--- src/rtl/por_pkg.sv ---
`timescale 1ns/1ps
package por_pkg;
    typedef enum logic [1:0] {
        PH_WAIT = 2'b00,
        PH_HOLD = 2'b01,
        PH_RUN  = 2'b10
    } phase_t;
endpackage

--- src/rtl/por_sync.sv ---
`timescale 1ns/1ps
module por_sync #(
    parameter int          WIDTH   = 2,
    parameter int          STAGES  = 2,
    parameter logic [WIDTH-1:0] RST_VAL = '0
) (
    input  logic             clk,
    input  logic             por_n,
    input  logic [WIDTH-1:0] d_i,
    output logic [WIDTH-1:0] q_o
);
    logic [WIDTH-1:0] stage_q [STAGES];

    genvar s;
    generate
        for (s = 0; s < STAGES; s++) begin : g_stage
            always_ff @(posedge clk or negedge por_n) begin
                if (!por_n) begin
                    stage_q[s] <= RST_VAL;
                end else if (s == 0) begin
                    stage_q[s] <= d_i;
                end else begin
                    stage_q[s] <= stage_q[(s == 0) ? 0 : s-1];
                end
            end
        end
    endgenerate

    assign q_o = stage_q[STAGES-1];
endmodule

--- src/rtl/por_hold_timer.sv ---
`timescale 1ns/1ps
module por_hold_timer #(
    parameter int HOLD_TICKS = 20_000_000
) (
    input  logic clk,
    input  logic por_n,
    input  logic run_i,
    output logic done_o
);
    localparam int CNT_W = (HOLD_TICKS > 1) ? $clog2(HOLD_TICKS + 1) : 1;
    localparam logic [CNT_W-1:0] LAST = CNT_W'(HOLD_TICKS - 1);

    logic [CNT_W-1:0] cnt_q;

    always_ff @(posedge clk or negedge por_n) begin
        if (!por_n) begin
            cnt_q <= '0;
        end else if (!run_i) begin
            cnt_q <= '0;
        end else if (cnt_q != LAST) begin
            cnt_q <= cnt_q + 1'b1;
        end
    end

    assign done_o = run_i && (cnt_q == LAST);
endmodule

--- src/rtl/por_seq_fsm.sv ---
`timescale 1ns/1ps
module por_seq_fsm
    import por_pkg::*;
(
    input  logic       clk,
    input  logic       por_n,
    input  logic       sup_ok_i,
    input  logic       btn_n_i,
    input  logic       done_i,
    output logic       run_o,
    output logic       rst_hi_o,
    output logic       rst_lo_n_o,
    output logic [1:0] phase_o
);
    phase_t state_q, state_d;
    logic   quiet;

    assign quiet = sup_ok_i && btn_n_i;

    always_comb begin
        state_d = state_q;
        unique case (state_q)
            PH_WAIT: if (quiet)  state_d = PH_HOLD;      // T_START
            PH_HOLD: begin
                if (!quiet)      state_d = PH_WAIT;      // T_ABORT
                else if (done_i) state_d = PH_RUN;       // T_EXPIRE
            end
            PH_RUN:  if (!quiet) state_d = PH_WAIT;      // T_ABORT
            default:             state_d = PH_WAIT;
        endcase
    end

    always_ff @(posedge clk or negedge por_n) begin
        if (!por_n) state_q <= PH_WAIT;
        else        state_q <= state_d;
    end

    always_comb begin
        run_o      = 1'b0;
        rst_hi_o   = 1'b1;
        rst_lo_n_o = 1'b0;
        unique case (state_q)
            PH_WAIT: ;
            PH_HOLD: run_o = 1'b1;
            PH_RUN: begin
                rst_hi_o   = 1'b0;
                rst_lo_n_o = 1'b1;
            end
            default: ;
        endcase
        phase_o = state_q;
    end
endmodule

--- src/rtl/por_pulse_gen.sv ---
`timescale 1ns/1ps
module por_pulse_gen #(
    parameter int HOLD_TICKS  = 20_000_000,
    parameter int SYNC_STAGES = 2
) (
    input  logic       clk,
    input  logic       por_n,
    input  logic       supply_ok,
    input  logic       man_rst_n,
    output logic       rst_hi_o,
    output logic       rst_lo_n_o,
    output logic [1:0] phase_o
);
    logic [1:0] raw_in, sync_out;
    logic       sup_ok_s, mr_n_s;
    logic       tmr_run, tmr_done;

    assign raw_in = {man_rst_n, supply_ok};

    por_sync #(
        .WIDTH   (2),
        .STAGES  (SYNC_STAGES),
        .RST_VAL (2'b10)
    ) u_sync (
        .clk   (clk),
        .por_n (por_n),
        .d_i   (raw_in),
        .q_o   (sync_out)
    );

    assign sup_ok_s = sync_out[0];
    assign mr_n_s   = sync_out[1];

    por_hold_timer #(
        .HOLD_TICKS (HOLD_TICKS)
    ) u_timer (
        .clk    (clk),
        .por_n  (por_n),
        .run_i  (tmr_run),
        .done_o (tmr_done)
    );

    por_seq_fsm u_fsm (
        .clk        (clk),
        .por_n      (por_n),
        .sup_ok_i   (sup_ok_s),
        .btn_n_i    (mr_n_s),
        .done_i     (tmr_done),
        .run_o      (tmr_run),
        .rst_hi_o   (rst_hi_o),
        .rst_lo_n_o (rst_lo_n_o),
        .phase_o    (phase_o)
    );
endmodule

--- config.mk ---
export PLATFORM = sky130hd
export DESIGN_NAME = por_pulse_gen
export DESIGN_NICKNAME = d
export VERILOG_FILES = /design/src/rtl/por_pkg.sv /design/src/rtl/por_sync.sv /design/src/rtl/por_hold_timer.sv /design/src/rtl/por_seq_fsm.sv /design/src/rtl/por_pulse_gen.sv
export SDC_FILE = /design/constraint.sdc
export NUM_CORES = 1
export LEC_CHECK = 0
export BUFFER_PORTS_ARGS = -buffer_cell sky130_fd_sc_hd__buf_2
export CORE_MARGIN = 1.5
export CORE_UTILIZATION = 46
export DETAILED_ROUTE_END_ITERATION = 6
export GPL_TIMING_DRIVEN = 1
export PLACE_DENSITY_LB_ADDON = 0.2
export SLEW_MARGIN = 0
export SYNTH_ARGS = -nofsm -noshare
export SYNTH_HDL_FRONTEND = slang
export SYNTH_HIERARCHICAL = 1
export SYNTH_SLANG_ARGS = --single-unit
--- constraint.sdc ---
create_clock -name clk -period 3.6 [get_ports clk]
set_clock_uncertainty 0.1 [all_clocks]
set_input_delay 0.36 -clock clk [delete_from_list [all_inputs] [get_ports clk]]
set_output_delay 0.36 -clock clk [all_outputs]
set_load 0.005 [all_outputs]
==> key figures <==
Hold path
  • Worst Hold Path Cells: 1
  • Worst Hold Class: in2reg

Yosys
  • Post-Synthesis Net Count: 159
  • Mapped Avg Cell Area: 10.1 um^2
  • Register bit total from synthesis: 31
  • Post-synth design cell area: 0.00155 mm^2
  • Synth unique cells: 40
  • Synth Instances: about 150
  • Warnings from Yosys: 6
  • Sequential area share after synthesis: 50.1%

Floorplan
  • # IOs: 8
  • Initial Utilization: 49.7%
  • Core box area: 0.00313 mm^2
  • # rows: 20
  • DIE AREA: 0.00374 mm^2
  • Die span in x: 61.1 um
  • Die H: 61.1 um

Power and ir drop
  • Power Density: 357 mW/mm^2
  • Switching pwr: roughly 0.13 mW
  • Total power: around 0.60 mW
  • Lkg Pwr: ~0.68 nW
  • Sw frac: between 20 and 25%
  • Clock Power Share: 38.1%
  • Cell-internal power: 0.472 mW
  • Comb power frac: 3.0%
  • Reg power frac: 58.9%
  • IR drop worst, VDD: 0.230 mV

Timing
  • Fin. Hold Viols: 0
  • Upper clock frequency limit: 490 MHz
  • Slew Limit Fails: 0
  • Number of setup violations in the final report: 0
  • Worst-Margin Slew: 0.675 ns
  • RSZ-0062 raised after global routing: no
  • Final critical-path setup slack: 1.56 ns
  • Rel. slew slack: 55.0%
  • Post-layout min period: 2.04 ns
  • Setup TNS: 0 ns
  • Period utilization: a little under three fifths

Clocking
  • Post-CTS Hold Fix Bufs: 1
  • Clock Latency Late Sink: 0.33 ns
  • Cts repair resizes: 0
  • Count of clock tree sinks: 31
  • CTS tree: yes
  • H-tree depth: 2
  • Clk buf depth: 2
  • Total CTS buffers: 5
  • Clock transition at path regs: 0.10 ns
  • Root Buffer: clkbuf_4
  • Post-CTS setup buffer count: 0

Detailed routing
  • Drt total wl: approximately 2900 um
  • Per-cell routed wire length: roughly 14 um
  • Via count: about 1.1k
  • Met2 WL: 1370 um
  • DRC marker count from the first detailed-route iteration: 65
  • Met3 Wirelength: 98 um
  • DR top layer: met4
  • Vias/cell: 5.50
  • DRT met1 WL: 1410 um
  • DRC viols: 0
  • Drt pass-1 iters: 4
  • Number of nets with antenna violations after routing: 0

Placed design
  • Placer congestion estimate: slightly below 0.8
  • Detailed Place HPWL: 2070 um
  • Buffers added on ports: 7
  • Place WS: between 1.5 and 2 ns

Run status
  • Outcome: finished clean

Global routing
  • First-pass GRT wire length: 5000 um
  • Via count of the first global-routing pass: 1,068
  • GRT overflow: 0
  • Total global-route track usage: 18.9%
  • Largest net degree at the start of global routing: 32
  • Initial antenna violation count: 0

Finish
  • Most common cell after layout, fill and taps aside: dfrtp_1
  • Nets@finish: 168
  • Ant diodes: 0
  • # fillers: 280
  • Share of cells above drive strength 1: between 10% and 20%
  • Layout Utilization: 54.0%
  • Commonest cells after routing, fill and taps aside: 29 x dfrtp_1, 19 x nor2_1, 10 x nand2_1
  • Area delta synth->final: 8.62%

Critical path
  • CP Max Fanout: 11
  • Crit path launch type: register
  • Critical path arrival: 2.14 ns
  • Worst Setup Path Type: reg2reg
  • R2R depth: 5
  • Crit end category: register
  • Critical Path RT: 3.70 ns

Job
  • Max capacitance violation total: 0
==> stage by stage <==
stage	hold slack, ns	cells	cell area [um^2]
finish	0.0302	208	1690
global route	0.0111	208	1690
CTS	0.0216	208	1690
detailed placement	0.247	199	1610
global placement	0.233	199	1610
floorplan	-0.0356	154	1550
==> cell usage after synthesis <==
library cell | count | area share (%)
dfrtp_1 | 29 | 47
nor2_1 | 19 | 4.6
nand2_1 | 10 | 2.4
nand3_1 | 9 | 2.9
xnor2_1 | 9 | 5.1
nor3_1 | 8 | 2.6
xor2_1 | 8 | 4.5
a21oi_1 | 5 | 1.6
nand4_1 | 5 | 2.0
o21ai_0 | 5 | 1.6
inv_1 | 4 | 0.97
buf_4 | 3 | 1.4
nor4_1 | 3 | 1.2
a211oi_1 | 2 | 0.97
a31oi_1 | 2 | 0.81
and2_1 | 2 | 0.81
and3_1 | 2 | 0.81
and4_1 | 2 | 1.1
clkbuf_1 | 2 | 0.48
dfstp_2 | 2 | 3.4
mux2i_1 | 2 | 1.3
or3_1 | 2 | 0.81
or4_1 | 2 | 0.97
a21oi_2 | 1 | 0.56
and2b_2 | 1 | 0.56
and4_4 | 1 | 0.72
and4b_1 | 1 | 0.64
buf_2 | 1 | 0.32
ha_1 | 1 | 0.81
inv_2 | 1 | 0.24
nand2b_1 | 1 | 0.40
nand3b_1 | 1 | 0.48
nor2b_4 | 1 | 0.89
nor3_4 | 1 | 1.0
nor3b_1 | 1 | 0.48
nor4_2 | 1 | 0.81
nor4_4 | 1 | 1.4
o31ai_1 | 1 | 0.48
or2_0 | 1 | 0.40
or4_4 | 1 | 0.72
==> power groups by stage <==
| stage | registers [mW] | logic [mW] | clock network, mW |
|---|---|---|---|
| final | 0.355 | 0.0181 | 0.230 |
| after global routing | 0.356 | 0.0215 | 0.253 |
| after CTS | 0.356 | 0.0191 | 0.236 |
| after detailed placement | 0.362 | 0.0181 | 0 |
| after global placement | 0.362 | 0.0173 | 0 |
| after floorplan | 0.362 | 0.00860 | 0 |
==> worst paths after layout <==
kind	startpoint	end	slack [ns]
max	u_timer/cnt_q[8]	u_timer/cnt_q[22]	1.56
min	man_rst_n	u_sync/stage_q[3]	0.03
max reg2reg	u_timer/cnt_q[8]	u_timer/cnt_q[22]	1.56
min reg2reg	u_sync/stage_q[3]	u_sync/q_o[1]	0.26
max in group asynchronous	por_n	u_timer/cnt_q[0]	2.47
min in group asynchronous	por_n	u_timer/cnt_q[18]	0.49
==> cells by family (layout without fill, tap and decap cells) <==
| family | count (synthesis) | after routing | synth area share (%) |
|---|---|---|---|
| compound gates | 16 | 16 | 6.04 |
| xor+xnor | 17 | 17 | 9.58 |
| mux | 2 | 2 | 1.29 |
| simple gates | 76 | 76 | 28.7 |
| buf+inv | 11 | 21 | 3.46 |
| fa+ha+maj | 1 | 1 | 0.805 |
| flops | 31 | 31 | 50.1 |
==> critical path, stage by stage, from the launching register on <==
cell	delay, ns
dfrtp_1	0.46
and4_4	0.27
nand4_1	0.44
nor4_1	0.42
xnor2_1	0.17
nor2_1	0.05
==> registers in the layout (all words and copies together) (netlist names) <==
| signal | flops |
|---|---|
| u_timer/cnt_q | 25 |
| u_fsm/phase_o | 2 |
| u_sync/q_o | 2 |
| u_sync/stage_q | 2 |
==> cell type report <==
cell class	instances	area [um^2]	share of cell area, %
timing repair buffer	8	45.0	2.67
clock buffer	8	68.8	4.08
sequential	31	778	46.1
inverter	5	18.8	1.11
multi-input combinational	112	722	42.8
tap	44	55.1	3.26
==> metal layers <==
layer	vias to the layer above	GRT usage [%]
met5	-	0
li1	559	-
met1	567	25.5
met4	0	9.32
met3	5	5.04
met2	13	28.1
(Power assumes the default switching activity.)
